--- src/rtl/tce_pkg.sv ---
package tce_pkg;

  localparam int CONSTR_LEN = 9;
  localparam int HIST_BITS  = CONSTR_LEN - 1;
  localparam int NUM_GEN    = 3;
  localparam int SLOT_W     = $clog2(NUM_GEN + 1);
  localparam logic [SLOT_W-1:0] LAST_SLOT = SLOT_W'(NUM_GEN - 1);

  // Generator words: bit CONSTR_LEN-1 weights the current input,
  // lower bits weight older history bits.
  localparam logic [NUM_GEN-1:0][CONSTR_LEN-1:0] GEN_WORD = {
    9'o711,
    9'o663,
    9'o557
  };

  typedef struct packed {
    logic              load;      // bit accepted this cycle
    logic              clearHist; // frame start seen this cycle
    logic              emit;      // a symbol is being shown
    logic [SLOT_W-1:0] slot;      // which generator is shown
  } tceStrobe_t;

endpackage

--- src/rtl/tce_ctrl.sv ---
module tce_ctrl
  import tce_pkg::*;
#(
  parameter int FRAME_BITS = 96
) (
  input  logic       clk,
  input  logic       rstN,
  input  logic       frameStart,
  input  logic       bitValid,
  output logic       bitReady,
  output tceStrobe_t strobe,
  output logic       frameEnd
);

  localparam int CNT_W = $clog2(FRAME_BITS + 1);

  logic              busy;
  logic [SLOT_W-1:0] slot;
  logic [CNT_W-1:0]  bitCnt;
  logic [CNT_W-1:0]  nextCnt;
  logic              lastBit;
  logic              accept;

  assign bitReady = !busy || (slot == LAST_SLOT);
  assign accept   = bitValid && bitReady;

  // slot sequencing: 0 .. NUM_GEN-1 after each accepted bit
  always_ff @(posedge clk) begin
    if (!rstN) begin
      busy <= 1'b0;
      slot <= '0;
    end else if (accept) begin
      busy <= 1'b1;
      slot <= '0;
    end else if (busy) begin
      if (slot == LAST_SLOT) begin
        busy <= 1'b0;
        slot <= '0;
      end else begin
        slot <= slot + SLOT_W'(1);
      end
    end
  end

  always_comb begin
    nextCnt = (frameStart ? '0 : bitCnt) + CNT_W'(1);
  end

  // position of the accepted bit inside its frame
  always_ff @(posedge clk) begin
    if (!rstN) begin
      bitCnt  <= '0;
      lastBit <= 1'b0;
    end else if (accept) begin
      if (nextCnt == CNT_W'(FRAME_BITS)) begin
        bitCnt  <= '0;
        lastBit <= 1'b1;
      end else begin
        bitCnt  <= nextCnt;
        lastBit <= 1'b0;
      end
    end else if (frameStart) begin
      bitCnt <= '0;
    end
  end

  assign strobe.load      = accept;
  assign strobe.clearHist = frameStart;
  assign strobe.emit      = busy;
  assign strobe.slot      = slot;

  assign frameEnd = busy && (slot == LAST_SLOT) && lastBit;

endmodule

--- src/rtl/tce_datapath.sv ---
module tce_datapath
  import tce_pkg::*;
(
  input  logic              clk,
  input  logic              rstN,
  input  tceStrobe_t        strobe,
  input  logic              bitIn,
  output logic              symValid,
  output logic              symOut,
  output logic [SLOT_W-1:0] symSel
);

  logic [HIST_BITS-1:0]  histReg;
  logic [HIST_BITS-1:0]  histEff;
  logic [CONSTR_LEN-1:0] window;
  logic [NUM_GEN-1:0]    parity;
  logic [NUM_GEN-1:0]    symReg;

  // history as seen by the bit in this cycle (frame start zeroes it)
  assign histEff = strobe.clearHist ? '0 : histReg;
  assign window  = {bitIn, histEff};

  // one parity tree per generator
  for (genvar g = 0; g < NUM_GEN; g++) begin : gParity
    assign parity[g] = ^(window & GEN_WORD[g]);
  end

  // newest history bit sits at the MSB
  always_ff @(posedge clk) begin
    if (!rstN) begin
      histReg <= '0;
    end else if (strobe.load) begin
      histReg <= {bitIn, histEff[HIST_BITS-1:1]};
    end else if (strobe.clearHist) begin
      histReg <= '0;
    end
  end

  always_ff @(posedge clk) begin
    if (!rstN) begin
      symReg <= '0;
    end else if (strobe.load) begin
      symReg <= parity;
    end
  end

  assign symValid = strobe.emit;
  assign symSel   = strobe.slot;
  assign symOut   = strobe.emit && symReg[strobe.slot];

endmodule

--- src/rtl/tri_rate_conv_enc.sv ---
module tri_rate_conv_enc
  import tce_pkg::*;
#(
  parameter int FRAME_BITS = 96
) (
  input  logic       clk,
  input  logic       rstN,
  input  logic       frameStart,
  input  logic       bitValid,
  input  logic       bitIn,
  output logic       bitReady,
  output logic       symValid,
  output logic       symOut,
  output logic [1:0] symSel,
  output logic       frameEnd
);

  tceStrobe_t strobe;

  tce_ctrl #(
    .FRAME_BITS(FRAME_BITS)
  ) u_ctrl (
    .clk       (clk),
    .rstN      (rstN),
    .frameStart(frameStart),
    .bitValid  (bitValid),
    .bitReady  (bitReady),
    .strobe    (strobe),
    .frameEnd  (frameEnd)
  );

  tce_datapath u_dp (
    .clk     (clk),
    .rstN    (rstN),
    .strobe  (strobe),
    .bitIn   (bitIn),
    .symValid(symValid),
    .symOut  (symOut),
    .symSel  (symSel)
  );

endmodule

--- config.mk ---
export PLATFORM = sky130hd
export DESIGN_NAME = tri_rate_conv_enc
export DESIGN_NICKNAME = d
export VERILOG_FILES = /design/src/rtl/tce_pkg.sv /design/src/rtl/tce_ctrl.sv /design/src/rtl/tce_datapath.sv /design/src/rtl/tri_rate_conv_enc.sv
export SDC_FILE = /design/constraint.sdc
export NUM_CORES = 1
export LEC_CHECK = 0
export ABC_CLOCK_PERIOD_IN_PS = 2530
export BUFFER_PORTS_ARGS = -buffer_cell sky130_fd_sc_hd__buf_2
export CAP_MARGIN = 20
export CORE_MARGIN = 4
export CORE_UTILIZATION = 33
export CTS_CLUSTER_DIAMETER = 100
export DETAILED_ROUTE_END_ITERATION = 6
export PLACE_DENSITY = 0.55
export SYNTH_ARGS = -nofsm -noshare
export SYNTH_HDL_FRONTEND = slang
export SYNTH_SLANG_ARGS = --single-unit
--- constraint.sdc ---
create_clock -name clk -period 2.53 [get_ports clk]
set_input_delay 0.1265 -clock clk [delete_from_list [all_inputs] [get_ports clk]]
set_output_delay 0.1265 -clock clk [all_outputs]
set_load 0.02 [all_outputs]
* After elaboration in Yosys (flattened, before gate mapping)
Index checks and enable logic that the tools add are counted.
Word-level totals: memories kept 0, bits of input ports 5, logic and storage cells 34, register bits after elaboration 22, ROM bits 0, latch bits 0, memory bits (writable) 0
Operators by class: reduce and logical (&&, ||, !) cells 10, eq/ne operators 2, div/mod/pow operators 0, multiply operators 0, bitwise logic cells 1, shift-type cells 0, muxes and demuxes 12, add/sub/neg operators 2, $lt $le $gt $ge 1
Operator list (number):
- $reduce_xor 9->1 | 3
- $mux 7 | 3
- $mux 8 | 2
- $add 7x1->7 const B | 1
- $eq 7x7->1 const B | 1
- $mux 1 | 5
- $logic_and 1x1->1 | 4
- $lt 2x3->1 const B | 1
- $add 2x1->2 const B | 1
- $bmux 1 s2 | 1
- $eq 2x2->1 const B | 1
- $mux 2 | 1
- $reduce_or 2->1 | 1
- $logic_not 1->1 | 1
- $logic_or 1x1->1 | 1
- $not 1->1 | 1

* Logic depth before layout (Yosys ltp)
Gate-level depths: netlist (run 1).
word-level depth 5, gate-level depth with buffers 6, depth with buffers taken out 4

* Cells and area by module
A second synthesis (run 1) with hierarchy kept.
Second synthesis, totals: cell total of the unflattened synthesis 130, area, all modules 1191.1 um^2
Modules (own cells, without submodules):
- tce_datapath | sequential area each 220.2 um^2, area each 619.3 um^2, instances 1, cells each 68
- tce_ctrl | sequential area each 220.2 um^2, area each 571.8 um^2, instances 1, cells each 62

* Least setup slack after synthesis (run 1)
No wires, ideal clock.
path type register -> register, start register u_ctrl.slot[0], end register u_ctrl.bitCnt[5], data required time 2.460 ns, arrival time 1.411 ns, cell stages (with the launch flop) 5, period minus slack after synthesis 1.481 ns, path slack 1.049 ns, setup time 0.070 ns, cells stage by stage dfxtp_1 > nand2b_4 > a211oi_1 > or3b_2 > a21oi_1
Between the ends: longest elaborated chain between the ends 4
Ends and longest elaborated chain:
- from (decl) | line tce_ctrl.sv:18 | logic [SLOT_W-1:0] slot;
- from (signal assigned) | line tce_ctrl.sv:40 | slot <= slot + SLOT_W'(1);
- $eq 2x2->1 | line tce_ctrl.sv:24 | assign bitReady = !busy || (slot == LAST_SLOT);
- $logic_or 1x1->1 | line tce_ctrl.sv:24
- $logic_and 1x1->1 | line tce_ctrl.sv:25 | assign accept = bitValid && bitReady;
- $mux 7 | line tce_ctrl.sv:54 | end else if (accept) begin
- to (signal assigned) | line tce_ctrl.sv:59 | bitCnt <= nextCnt;
- to (decl) | line tce_ctrl.sv:19 | logic [CNT_W-1:0] bitCnt;
No other way between the ends. A chain may end at the register's enable or synchronous reset.

* Final worst setup path (run 1)
start register u_ctrl.slot[1], end output port symOut
Between the ends: longest elaborated chain between the ends 3
Ends and longest elaborated chain:
- $bmux 1 s2 | line tce_datapath.sv:49 | assign symOut = strobe.emit && symReg[strobe.slot];
- $mux 1 (not written as such) | line tce_datapath.sv:49
- $logic_and 1x1->1 | line tce_datapath.sv:49
- to (decl) | line tri_rate_conv_enc.sv:13 | output logic symOut,
No other way between the ends. The select of a mux whose other input is x is not followed.

==> impl_metrics.xml, run 1 <==
<?xml version="1.0" encoding="UTF-8"?>
<metrics>
  <group name="clock_tree">
    <metric name="clock-root-buffer" unit="">sky130_fd_sc_hd__clkbuf_4</metric>
    <metric name="clock_buffers_created_by_tritoncts" unit="">3</metric>
    <metric name="htree_num_levels" unit="">1</metric>
    <metric name="clock_latency_late_sink" unit="ns">0.31</metric>
    <metric name="cts_tree" unit="">yes</metric>
    <metric name="sinks_on_clock_net" unit="">22</metric>
    <metric name="cts.clk_slew.worst_paths" unit="ns">0.13</metric>
    <metric name="postCtsResizedCells" unit="">0</metric>
    <metric name="max-clock-path-buffers" unit="">2</metric>
    <metric name="cts-hold-fix-buffers" unit="">0</metric>
    <metric name="post_cts_buffers" unit="">0</metric>
  </group>
  <group name="grt">
    <metric name="grt_antenna_before_repair" unit="">0</metric>
    <metric name="overall_overflow_remaining_after_global_route" unit="">0</metric>
    <metric name="first_pass_grt_wire_length" unit="mm">3.94</metric>
    <metric name="grt.total_usage" unit="%">11.7</metric>
    <metric name="first_global_vias" unit="">873</metric>
    <metric name="pin_count_of_the_biggest_net_entering_global_routing" unit="">14</metric>
  </group>
  <group name="pwr">
    <metric name="power.switching" unit="uW">163</metric>
    <metric name="clkPwrFrac" unit="%">31.0</metric>
    <metric name="p_sw_share" unit="%">25.8</metric>
    <metric name="seq_power_share" unit="%">57.9</metric>
    <metric name="cell_internal_pwr" unit="uW">469</metric>
    <metric name="static_power_due_to_leakage" unit="uW">0.000412</metric>
    <metric name="power_density_of_the_placed_cells" unit="mW/mm^2">521</metric>
    <metric name="power.combinational.fraction" unit="%">11.1</metric>
    <metric name="power.ir.vdd_worst" unit="mV">0.118</metric>
  </group>
  <group name="route">
    <metric name="initial_detailed_routing_violation_count" unit="">51</metric>
    <metric name="routed_via_density" unit="">4.98</metric>
    <metric name="drtAntennaViolNets" unit="">0</metric>
    <metric name="routed_wire_length_per_instance" unit="um">12.1</metric>
    <metric name="drc_errors" unit="">0</metric>
    <metric name="via_count" unit="">927</metric>
    <metric name="detail_route.wirelength" unit="mm">2.24</metric>
    <metric name="detail_route.first_pass.iterations" unit="">4</metric>
  </group>
  <group name="timing">
    <metric name="timing.setup.tns" unit="ns">0</metric>
    <metric name="final_setup_vio_count" unit="">0</metric>
    <metric name="max_slew.worst_pin.slew" unit="ns">0.500</metric>
    <metric name="fmax" unit="MHz">610</metric>
    <metric name="finalWorstPathRequiredPeriod" unit="ns">1.64</metric>
    <metric name="grt_setup_unrepaired" unit="">false</metric>
    <metric name="finalHoldWorstSlack" unit="ns">0.0936</metric>
    <metric name="fin_crit_sh" unit="%">64.8</metric>
    <metric name="slew_viol_final" unit="">0</metric>
    <metric name="finalHoldViolations" unit="">0</metric>
    <metric name="maxSlewHeadroom" unit="%">65.8</metric>
    <metric name="fin_worst_skew" unit="ns">0.00625</metric>
  </group>
  <group name="final_layout">
    <metric name="final_net_count" unit="">148</metric>
    <metric name="area.growth.synth_to_final" unit="%">12.4</metric>
    <metric name="layout.filler_cells" unit="">340</metric>
    <metric name="stdcell_area" unit="sq mm">0.00121</metric>
    <metric name="seq_cell_area" unit="sq um">440</metric>
    <metric name="final_layout_size_suffix_gt1_share" unit="%">14.8</metric>
    <metric name="multi_input_area" unit="sq um">599</metric>
    <metric name="antenna_cells" unit="">0</metric>
  </group>
  <group name="yosys">
    <metric name="synthTopCellsByArea" unit="">sky130_fd_sc_hd__dfxtp_1, sky130_fd_sc_hd__a21oi_1, sky130_fd_sc_hd__xnor2_1</metric>
    <metric name="synth_cell_type_count" unit="">32</metric>
    <metric name="yosys.area_share.adder" unit="%">0</metric>
    <metric name="synth_compound_gate_area_share" unit="%">17.2</metric>
    <metric name="post_synth_inst_count" unit="">131</metric>
    <metric name="ys_seq_elements" unit="">22</metric>
    <metric name="largest_family_of_logic_cells_by_synthesized_area" unit="">simple AND/OR/NAND/NOR gates</metric>
    <metric name="yosys_warnings" unit="">0</metric>
    <metric name="cell_accounting_for_the_most_synthesized_area" unit="">sky130_fd_sc_hd__dfxtp_1</metric>
    <metric name="synth_xor_area_share" unit="%">10.4</metric>
    <metric name="netlist.area_leader.share" unit="%">40.7</metric>
    <metric name="synth.net_count" unit="">136</metric>
    <metric name="yosys.area_share.simple" unit="%">25.8</metric>
    <metric name="synth.area.mux_share" unit="%">1.97</metric>
    <metric name="postSynthAreaPerCell" unit="sq um">8.25</metric>
    <metric name="post_synth_instance_area" unit="sq mm">0.00108</metric>
    <metric name="synth.yosys.seq_area_share" unit="%">40.7</metric>
  </group>
  <group name="run_status">
    <metric name="outcome" unit="">completed</metric>
  </group>
  <group name="floorplanning">
    <metric name="die_area" unit="sq mm">0.00426</metric>
    <metric name="cell_rows" unit="">20</metric>
    <metric name="floorplan.initialDensity" unit="%">34.8</metric>
    <metric name="dieWidth" unit="um">65.2</metric>
    <metric name="ioPinCount" unit="">11</metric>
    <metric name="fp.dieH" unit="um">65.2</metric>
    <metric name="fp.coreArea" unit="sq mm">0.00310</metric>
  </group>
  <group name="critical_path">
    <metric name="sort_of_element_at_the_end_of_the_critical_path" unit="">primary output</metric>
    <metric name="timing.critical_path.fanout_max" unit="">7</metric>
    <metric name="cp_data_required_time" unit="ns">2.40</metric>
    <metric name="timing.setup.critical_path_class" unit="">reg2out</metric>
    <metric name="critical_path_source_type" unit="">register</metric>
    <metric name="timing.critical_path.arrival" unit="ns">1.51</metric>
  </group>
  <group name="placement">
    <metric name="gp_congestion" unit="">0.798</metric>
    <metric name="dpl.hpwl" unit="mm">1.63</metric>
    <metric name="post_dp_cell_area" unit="sq mm">0.00118</metric>
    <metric name="portBuffers" unit="">10</metric>
  </group>
  <group name="job">
    <metric name="drv.max_cap_violation_count" unit="">0</metric>
  </group>
  <group name="min_path">
    <metric name="min-delay-path-class" unit="">in2reg</metric>
  </group>
</metrics>
## per-layer routing
| metal | vias to the layer above | global-route usage [%] | routed length (um) |
|---|---|---|---|
| met3 | 2 | 2.39 | 104 |
| li1 | 477 | - | - |
| met4 | 0 | 3.89 | 11 |
| met2 | 20 | 19.2 | 1020 |
| met1 | 428 | 15.2 | 1100 |
| met5 | - | 0 | 0 |
## logic make-up after synthesis
kind of cell	Yosys count
buf+inv	10
simple gates	55
xor+xnor	12
flops	22
mux	2
compound gates	30
## power by group through the flow
stage / combinational, uW / sequential [uW] / clock (uW)
after global routing: 78.5 / 368 / 214
after detailed placement: 70.3 / 374 / 0
after CTS: 70.8 / 366 / 201
final: 70.1 / 366 / 196
after floorplan: 47.7 / 373 / 0
after global placement: 69.5 / 374 / 0
## flip-flops by register name (all words and copies together) (netlist names)
register,flops
u_dp.symReg,3
u_dp.histReg,8
u_ctrl.lastBit,1
u_ctrl.slot,2
u_ctrl.bitCnt,7
u_ctrl.busy,1
## synth_stat cells (all sizes together)
master and n:
nor3 1, a211o 1, nor2 12, a311oi 1, buf 4, xor2 3
nand2b 3, a21oi 16, nand3b 3, a2111oi 1, xnor2 9, and3 1
o211ai 2, nor3b 1, clkbuf 1, nor2b 3, nand4b 2, o21ai 4
inv 5, mux2 1, mux2i 1, or3b 1, a211oi 4, a32oi 1
nand3 3, or3 2, nand2 20, dfxtp 22, nand4 3
## final timing paths
kind / slack, ns / cells past startpoint / startpoint / to
worst max register to register: 1.03 / 5 / u_ctrl.slot[1] / u_dp.symReg[0]
worst min register to register: 0.49 / 2 / u_dp.histReg[2] / u_dp.histReg[1]
worst max-delay path: 0.89 / 4 / u_ctrl.slot[1] / symOut
worst min-delay path: 0.09 / 3 / bitIn / u_dp.histReg[7]
## per-stage QoR
stage / power [uW] / util (%) / std cells / setup WS [ns]
floorplan: 421 / - / 131 / 1.05
global placement: 443 / 38.0 / 182 / 1.06
detailed placement: 444 / 38.0 / 182 / 1.09
CTS: 639 / 39.2 / 186 / 0.899
global route: 661 / 39.2 / 186 / 0.805
finish: 632 / 39.2 / 186 / 0.890
## worst max-delay path, cell delays in order, from the launching register on
cell	delay [ns]
sky130_fd_sc_hd__dfxtp_1	0.48
sky130_fd_sc_hd__nor2b_1	0.35
sky130_fd_sc_hd__a21oi_1	0.12
sky130_fd_sc_hd__nor2_1	0.09
sky130_fd_sc_hd__buf_2	0.16
## placed cells by master, fill, tap and decap left out, types with 4 or more instances in the layout
master,Yosys,routed
sky130_fd_sc_hd__nand2_1,20,20
sky130_fd_sc_hd__o21ai_0,4,4
sky130_fd_sc_hd__inv_1,5,5
sky130_fd_sc_hd__buf_2,3,10
sky130_fd_sc_hd__nor2_1,12,12
sky130_fd_sc_hd__dfxtp_1,22,22
sky130_fd_sc_hd__a21oi_1,16,16
sky130_fd_sc_hd__xnor2_1,9,9
sky130_fd_sc_hd__a211oi_1,4,4
## cell type report
class,instances,area share (%)
inverter,5,1.54
timing repair buffer,12,5.36
clock buffer,4,2.99
multi-input combinational,99,49.3
sequential,22,36.3
tap,44,4.53
Power figures use the tool's default switching activity.
==> run 2: changes to the inputs <==
--- a/config.mk
+++ b/config.mk
@@ -5,14 +5,14 @@
 export SDC_FILE = /design/constraint.sdc
 export NUM_CORES = 1
 export LEC_CHECK = 0
-export ABC_CLOCK_PERIOD_IN_PS = 2530
+export ABC_CLOCK_PERIOD_IN_PS = 1400
 export BUFFER_PORTS_ARGS = -buffer_cell sky130_fd_sc_hd__buf_2
 export CAP_MARGIN = 20
 export CORE_MARGIN = 4
 export CORE_UTILIZATION = 33
 export CTS_CLUSTER_DIAMETER = 100
 export DETAILED_ROUTE_END_ITERATION = 6
-export PLACE_DENSITY = 0.55
+export PLACE_DENSITY = 0.56
 export SYNTH_ARGS = -nofsm -noshare
 export SYNTH_HDL_FRONTEND = slang
 export SYNTH_SLANG_ARGS = --single-unit
==> constraint.sdc (replaced) <==
create_clock -name clk -period 1.4 [get_ports clk]
set_input_delay 0.07 -clock clk [delete_from_list [all_inputs] [get_ports clk]]
set_output_delay 0.07 -clock clk [all_outputs]
set_load 0.02 [all_outputs]
==> run 2 against run 1 <==
  * Clock skew shrank 0.0051 ns
  * First-iteration DRC count is 37% higher
  * Count of clock-buffer cells in the layout is the same
  * Worst hold slack worse by 0.058 ns
  * Register-to-register slack worse by 1.0 ns
  * Largest cell class unchanged
  * Total power is 87% higher
  * Cell area rose by 14%
  * Critical path type unchanged
  * The run now ends with setup timing left
  * Non-clock buffer count up 12
  * Worst setup slack got worse by 0.90 ns
  * Critical path depth is 2 higher
==> impl_metrics.xml, run 2 (synthesis gave the netlist of run 1 again) <==
<?xml version="1.0" encoding="UTF-8"?>
<metrics>
  <group name="pwr">
    <metric name="p_sw_share" unit="%">25.5</metric>
    <metric name="power_density_of_the_placed_cells" unit="mW/mm^2">855</metric>
    <metric name="clkPwrFrac" unit="%">29.4</metric>
    <metric name="cell_internal_pwr" unit="uW">881</metric>
    <metric name="power.ir.vdd_worst" unit="mV">0.286</metric>
    <metric name="static_power_due_to_leakage" unit="uW">0.000480</metric>
    <metric name="power.switching" unit="uW">301</metric>
    <metric name="seq_power_share" unit="%">55.7</metric>
    <metric name="power.combinational.fraction" unit="%">14.8</metric>
  </group>
  <group name="route">
    <metric name="initial_detailed_routing_violation_count" unit="">70</metric>
    <metric name="routed_wire_length_per_instance" unit="um">12.2</metric>
    <metric name="detail_route.wirelength" unit="mm">2.41</metric>
    <metric name="routed_via_density" unit="">4.94</metric>
    <metric name="detail_route.first_pass.iterations" unit="">3</metric>
    <metric name="via_count" unit="">978</metric>
    <metric name="drc_errors" unit="">0</metric>
    <metric name="drtAntennaViolNets" unit="">0</metric>
  </group>
  <group name="floorplanning">
    <metric name="die_area" unit="sq mm">0.00426</metric>
    <metric name="dieWidth" unit="um">65.2</metric>
    <metric name="ioPinCount" unit="">11</metric>
    <metric name="fp.dieH" unit="um">65.2</metric>
    <metric name="floorplan.initialDensity" unit="%">34.8</metric>
    <metric name="fp.coreArea" unit="sq mm">0.00310</metric>
    <metric name="cell_rows" unit="">20</metric>
  </group>
  <group name="critical_path">
    <metric name="r2r_slack" unit="ns">0</metric>
    <metric name="timing.critical_path.fanout_max" unit="">4</metric>
    <metric name="cp_data_required_time" unit="ns">1.33</metric>
    <metric name="sort_of_element_at_the_end_of_the_critical_path" unit="">primary output</metric>
    <metric name="timing.critical_path.arrival" unit="ns">1.34</metric>
    <metric name="timing.setup.critical_path_class" unit="">reg2out</metric>
    <metric name="critical_path_source_type" unit="">register</metric>
    <metric name="ff2ff_path_depth" unit="">5</metric>
  </group>
  <group name="timing">
    <metric name="final_setup_vio_count" unit="">1</metric>
    <metric name="fin_worst_skew" unit="ns">0.00112</metric>
    <metric name="grt_setup_unrepaired" unit="">true</metric>
    <metric name="final.setup.worst_slack" unit="ns">-0.00978</metric>
    <metric name="finalHoldViolations" unit="">0</metric>
    <metric name="maxSlewHeadroom" unit="%">78.0</metric>
    <metric name="max_slew.worst_pin.slew" unit="ns">0.330</metric>
    <metric name="fin_crit_sh" unit="%">101</metric>
    <metric name="finalWorstPathRequiredPeriod" unit="ns">1.41</metric>
    <metric name="fmax" unit="MHz">709</metric>
    <metric name="finalHoldWorstSlack" unit="ns">0.0355</metric>
    <metric name="slew_viol_final" unit="">0</metric>
  </group>
  <group name="final_layout">
    <metric name="seq_cell_area" unit="sq um">450</metric>
    <metric name="largest_register_ffs" unit="">8</metric>
    <metric name="final_layout_size_suffix_gt1_share" unit="%">29.9</metric>
    <metric name="multi_input_area" unit="sq um">638</metric>
    <metric name="final_common_cell" unit="">sky130_fd_sc_hd__nand2_1</metric>
    <metric name="final_core_util" unit="%">44.6</metric>
    <metric name="layout.filler_cells" unit="">339</metric>
    <metric name="most-common-layout-cells" unit="">sky130_fd_sc_hd__nand2_1, sky130_fd_sc_hd__dfxtp_1, sky130_fd_sc_hd__a21oi_1, sky130_fd_sc_hd__nor2_1, sky130_fd_sc_hd__buf_4</metric>
    <metric name="layout_top_registers" unit="">u_dp.histReg (8), u_ctrl.bitCnt (7), u_dp.symReg (3)</metric>
    <metric name="antenna_cells" unit="">0</metric>
    <metric name="final_net_count" unit="">160</metric>
    <metric name="area.growth.synth_to_final" unit="%">27.9</metric>
    <metric name="stdcell_area" unit="sq mm">0.00138</metric>
    <metric name="top_register" unit="">u_dp.histReg</metric>
  </group>
  <group name="run_status">
    <metric name="outcome" unit="">finished, violations left</metric>
    <metric name="failing_checks" unit="">setup timing</metric>
  </group>
  <group name="placement">
    <metric name="portBuffers" unit="">10</metric>
    <metric name="gp_congestion" unit="">0.740</metric>
    <metric name="dpl_worst_slack" unit="ns">0.0410</metric>
    <metric name="dpl.hpwl" unit="mm">1.75</metric>
    <metric name="post_dp_cell_area" unit="sq mm">0.00123</metric>
  </group>
  <group name="grt">
    <metric name="first_pass_grt_wire_length" unit="mm">4.02</metric>
    <metric name="first_global_vias" unit="">970</metric>
    <metric name="grt_antenna_before_repair" unit="">0</metric>
    <metric name="grt-busiest-layer" unit="">met2</metric>
    <metric name="grt_util_met1" unit="%">13.0</metric>
    <metric name="grt_util_met2" unit="%">22.1</metric>
    <metric name="overall_overflow_remaining_after_global_route" unit="">0</metric>
    <metric name="gr-usage-met3" unit="%">2.22</metric>
    <metric name="pin_count_of_the_biggest_net_entering_global_routing" unit="">14</metric>
    <metric name="grt.total_usage" unit="%">11.8</metric>
  </group>
  <group name="clock_tree">
    <metric name="cts_tree" unit="">yes</metric>
    <metric name="max-clock-path-buffers" unit="">2</metric>
    <metric name="clock_buffers_created_by_tritoncts" unit="">3</metric>
    <metric name="clock_latency_late_sink" unit="ns">0.31</metric>
    <metric name="cts-hold-fix-buffers" unit="">0</metric>
    <metric name="htree_num_levels" unit="">1</metric>
    <metric name="clock-root-buffer" unit="">sky130_fd_sc_hd__clkbuf_4</metric>
    <metric name="cts.clk_slew.worst_paths" unit="ns">0.12</metric>
    <metric name="sinks_on_clock_net" unit="">22</metric>
  </group>
  <group name="job">
    <metric name="drv.max_cap_violation_count" unit="">0</metric>
  </group>
  <group name="min_path">
    <metric name="min-delay-path-class" unit="">in2reg</metric>
    <metric name="whs_path_depth" unit="">3</metric>
  </group>
</metrics>
run 2: cell count changes in the layout (fill, tap and decap cells not counted), moves of 3 or more:
cell                      delta
sky130_fd_sc_hd__dfxtp_2     +5
sky130_fd_sc_hd__buf_6       +3
sky130_fd_sc_hd__buf_4      +10
sky130_fd_sc_hd__dfxtp_1     -6
run 2: power groups by stage:
stage | Combinational [uW] | Clock [uW] | Sequential (uW)
after detailed placement | 146 | 0 | 672
after global routing | 192 | 386 | 662
after global placement | 144 | 0 | 671
after CTS | 154 | 369 | 657
after floorplan | 86.2 | 0 | 674
final | 175 | 348 | 658
run 2: critical path, cell delays in order (launching register included):
cell	delay, ns
sky130_fd_sc_hd__dfxtp_2	0.36
sky130_fd_sc_hd__buf_6	0.12
sky130_fd_sc_hd__mux2i_1	0.17
sky130_fd_sc_hd__nor2_1	0.05
sky130_fd_sc_hd__a21oi_1	0.13
sky130_fd_sc_hd__nor2_1	0.05
sky130_fd_sc_hd__buf_4	0.15
run 2: timing repair:
action | in CTS | in global routing
buffers inserted | 1 | 4
endpoints found under the setup margin | 2 | 7
resized for setup | 7 | 14
run 2: path summary, 6_finish.rpt:
kind / from / endpoint
max reg2reg: u_ctrl.slot[0] / u_ctrl.bitCnt[5]
min: bitIn / u_dp.histReg[7]
min reg2reg: u_dp.histReg[1] / u_dp.histReg[0]
max: u_ctrl.slot[0] / symOut
run 2: per-layer routing:
layer	part of all wire (%)	wire length (um)
met4	1.6	39
met2	50	1210
met3	2.5	61
met1	46	1100
met5	0	0
run 2: final cells by class:
cell class	instances	area share [%]
Timing Repair Buffer	24	13.3
Tap cell	44	3.98
Sequential cell	22	32.6
Inverter	5	1.36
Clock buffer	4	2.62
Multi-Input combinational cell	99	46.2
run 2: metrics by stage:
step	power (uW)	instances	TNS, ns
floorplan	761	131	0
CTS	1180	194	0
detailed placement	818	189	0
global placement	815	189	0
finish	1180	198	-0.00978
global route	1240	198	-0.207
==> run 3: changes to the inputs <==
--- a/config.mk
+++ b/config.mk
@@ -8,11 +8,12 @@
 export ABC_CLOCK_PERIOD_IN_PS = 1400
 export BUFFER_PORTS_ARGS = -buffer_cell sky130_fd_sc_hd__buf_2
 export CAP_MARGIN = 20
+export CORE_ASPECT_RATIO = 0.9
 export CORE_MARGIN = 4
-export CORE_UTILIZATION = 33
+export CORE_UTILIZATION = 51
 export CTS_CLUSTER_DIAMETER = 100
 export DETAILED_ROUTE_END_ITERATION = 6
-export PLACE_DENSITY = 0.56
+export PLACE_DENSITY = 0.78
 export SYNTH_ARGS = -nofsm -noshare
 export SYNTH_HDL_FRONTEND = slang
 export SYNTH_SLANG_ARGS = --single-unit
==> run 3 against run 2 <==
  * Die area is 31% lower
  * Worst hold slack worse by 0.0069 ns
  * Clock power rose by 1%
  * Core utilization grew 20 points
  * Global-route usage up 5.2 points
  * Clock skew grew 0.0041 ns
  * Largest cell class unchanged
  * The flow still finishes with violations (setup timing)
  * Critical path type unchanged
  * Cell area fell by 7.5%
==> impl_metrics.xml, run 3 (synthesis gave the netlist of run 1 again) <==
<?xml version="1.0" encoding="UTF-8"?>
<metrics>
  <group name="job">
    <metric name="drv.max_cap_violation_count" unit="">0</metric>
  </group>
  <group name="grt">
    <metric name="pin_count_of_the_biggest_net_entering_global_routing" unit="">14</metric>
    <metric name="grt.total_usage" unit="%">17.1</metric>
    <metric name="first_global_vias" unit="">914</metric>
    <metric name="overall_overflow_remaining_after_global_route" unit="">0</metric>
    <metric name="first_pass_grt_wire_length" unit="mm">3.90</metric>
    <metric name="grt_antenna_before_repair" unit="">0</metric>
  </group>
  <group name="timing">
    <metric name="final_setup_vio_count" unit="">1</metric>
    <metric name="grt_setup_unrepaired" unit="">true</metric>
    <metric name="finalHoldViolations" unit="">0</metric>
    <metric name="fin_crit_sh" unit="%">101</metric>
    <metric name="max_slew.worst_pin.slew" unit="ns">0.497</metric>
    <metric name="maxSlewHeadroom" unit="%">66.0</metric>
    <metric name="final.setup.worst_slack" unit="ns">-0.00803</metric>
    <metric name="fin_worst_skew" unit="ns">0.00524</metric>
    <metric name="finalWorstPathRequiredPeriod" unit="ns">1.41</metric>
    <metric name="fmax" unit="MHz">710</metric>
    <metric name="slew_viol_final" unit="">0</metric>
  </group>
  <group name="pwr">
    <metric name="power_density_of_the_placed_cells" unit="mW/mm^2">907</metric>
    <metric name="clkPwrFrac" unit="%">30.4</metric>
    <metric name="p_sw_share" unit="%">25.7</metric>
    <metric name="power.ir.vdd_worst" unit="mV">0.627</metric>
    <metric name="power.combinational.fraction" unit="%">12.8</metric>
    <metric name="cell_internal_pwr" unit="uW">861</metric>
    <metric name="power.switching" unit="uW">298</metric>
    <metric name="static_power_due_to_leakage" unit="uW">0.000452</metric>
    <metric name="seq_power_share" unit="%">56.8</metric>
  </group>
  <group name="final_layout">
    <metric name="top_register" unit="">u_dp.histReg</metric>
    <metric name="layout_top_registers" unit="">u_dp.histReg (8), u_ctrl.bitCnt (7), u_dp.symReg (3)</metric>
    <metric name="final_common_cell" unit="">sky130_fd_sc_hd__nand2_1</metric>
    <metric name="antenna_cells" unit="">0</metric>
    <metric name="area.growth.synth_to_final" unit="%">18.3</metric>
    <metric name="largest_register_ffs" unit="">8</metric>
    <metric name="final_layout_size_suffix_gt1_share" unit="%">24.8</metric>
    <metric name="layout.filler_cells" unit="">172</metric>
    <metric name="most-common-layout-cells" unit="">sky130_fd_sc_hd__nand2_1, sky130_fd_sc_hd__a21oi_1, sky130_fd_sc_hd__dfxtp_1, sky130_fd_sc_hd__nor2_1, sky130_fd_sc_hd__buf_4</metric>
    <metric name="final_net_count" unit="">155</metric>
    <metric name="stdcell_area" unit="sq mm">0.00128</metric>
  </group>
  <group name="route">
    <metric name="via_count" unit="">967</metric>
    <metric name="initial_detailed_routing_violation_count" unit="">32</metric>
    <metric name="routed_wire_length_per_instance" unit="um">13.1</metric>
    <metric name="routed_via_density" unit="">5.56</metric>
    <metric name="detail_route.wirelength" unit="mm">2.28</metric>
    <metric name="drc_errors" unit="">0</metric>
    <metric name="drtAntennaViolNets" unit="">0</metric>
    <metric name="detail_route.first_pass.iterations" unit="">4</metric>
  </group>
  <group name="critical_path">
    <metric name="sort_of_element_at_the_end_of_the_critical_path" unit="">primary output</metric>
    <metric name="crit_path_frequent_cell" unit="">sky130_fd_sc_hd__nor2_1</metric>
    <metric name="timing.setup.critical_path_class" unit="">reg2out</metric>
    <metric name="crit_path_top_delay_cell" unit="">sky130_fd_sc_hd__dfxtp_2</metric>
    <metric name="worst_path_buffer_plus_inverter_count" unit="">2</metric>
    <metric name="critical_path_source_type" unit="">register</metric>
    <metric name="cp_slowest_stage_delay" unit="ns">0.36</metric>
    <metric name="cp_data_required_time" unit="ns">1.33</metric>
    <metric name="cp_top_family" unit="">flip-flops</metric>
    <metric name="timing.critical_path.arrival" unit="ns">1.34</metric>
    <metric name="crit_path_cell_trace" unit="">buf_6, mux2i_1, nor2_1, a21oi_1, nor2_1, buf_4</metric>
    <metric name="timing.critical_path.fanout_max" unit="">4</metric>
  </group>
  <group name="clock_tree">
    <metric name="cts.clk_slew.worst_paths" unit="ns">0.12</metric>
    <metric name="clock-root-buffer" unit="">sky130_fd_sc_hd__clkbuf_4</metric>
    <metric name="htree_num_levels" unit="">1</metric>
    <metric name="cts-hold-fix-buffers" unit="">0</metric>
    <metric name="sinks_on_clock_net" unit="">22</metric>
    <metric name="clock_buffers_created_by_tritoncts" unit="">3</metric>
    <metric name="max-clock-path-buffers" unit="">2</metric>
    <metric name="cts_tree" unit="">yes</metric>
    <metric name="clock_latency_late_sink" unit="ns">0.31</metric>
  </group>
  <group name="placement">
    <metric name="gp_congestion" unit="">0.766</metric>
    <metric name="dpl_worst_slack" unit="ns">0.0194</metric>
    <metric name="post_dp_cell_area" unit="sq mm">0.00119</metric>
    <metric name="dpl.hpwl" unit="mm">1.61</metric>
    <metric name="portBuffers" unit="">10</metric>
  </group>
  <group name="run_status">
    <metric name="failing_checks" unit="">setup timing</metric>
    <metric name="outcome" unit="">finished, violations left</metric>
  </group>
  <group name="floorplanning">
    <metric name="floorplan.initialDensity" unit="%">54.9</metric>
    <metric name="cell_rows" unit="">15</metric>
    <metric name="fp.coreArea" unit="sq mm">0.00197</metric>
    <metric name="ioPinCount" unit="">11</metric>
    <metric name="die_area" unit="sq mm">0.00292</metric>
    <metric name="dieWidth" unit="um">56.5</metric>
    <metric name="fp.dieH" unit="um">51.7</metric>
  </group>
  <group name="min_path">
    <metric name="min-delay-path-class" unit="">in2reg</metric>
  </group>
</metrics>
-- run 3: power groups by stage --
| stage | clock (uW) | sequential [uW] | combinational (uW) |
|---|---|---|---|
| 3_3_place_gp | 0 | 671 | 136 |
| 3_5_place_dp | 0 | 673 | 139 |
| 4_1_cts | 364 | 657 | 147 |
| 5_1_grt | 397 | 660 | 163 |
| 6_report | 353 | 658 | 149 |
| 2_1_floorplan | 0 | 674 | 86.2 |
-- run 3: stage by stage --
stage                TNS, ns  std cells  total power [uW]  hold slack (ns)  utilization (%)
floorplan                  0        131               761            0.206                -
global placement           0        168               807            0.359             60.6
detailed placement         0        168               811            0.368             60.6
CTS                  -0.0314        173              1170           0.0283             63.9
global route          -0.377        174              1220           0.0279             64.9
finish              -0.00803        174              1160           0.0287             64.9
-- run 3: per-layer routing --
layer  up-vias  global-route usage [%]  share of wire [%]
li1        490                       -                  -
met2        18                    30.2                 49
met4         0                    3.56               0.61
met1       457                    20.8                 46
met3         2                    4.71                4.7
met5         -                       0                  0
-- run 3: final cells by class --
class                   instances  area, sq um  area share, %
repair buffers                 19          126           9.88
clock buffers                   4         36.3           2.84
inverters                       5         18.8           1.47
well taps                      25         31.3           2.45
multi-input cells              99          614           48.0
flip-flops and latches         22          452           35.3
-- run 3: path summary, 6_finish.rpt --
kind | from | cells after the start | slack, ns | endpoint
min | bitIn | 3 | 0.03 | u_dp.histReg[7]
min reg2reg | u_dp.histReg[1] | 2 | 0.49 | u_dp.histReg[0]
max reg2reg | u_ctrl.slot[0] | 4 | 0.02 | u_ctrl.bitCnt[4]
max | u_ctrl.slot[0] | 6 | -0.008 | symOut
-- run 3: repair_timing --
action,in CTS,in global routing
gates resized for setup,8,4
pin swaps,0,2
setup endpoints to repair,3,16
setup buffers,1,1
-- run 3: worst register-to-register path, delay by kind of cell (launching register included) --
kind                      cells  cell delay (ns)
and+or+nand+nor               2             0.22
xor gates and xnor gates      1             0.20
AOI/OAI and AO/OA             1             0.52
DFF                           1             0.35
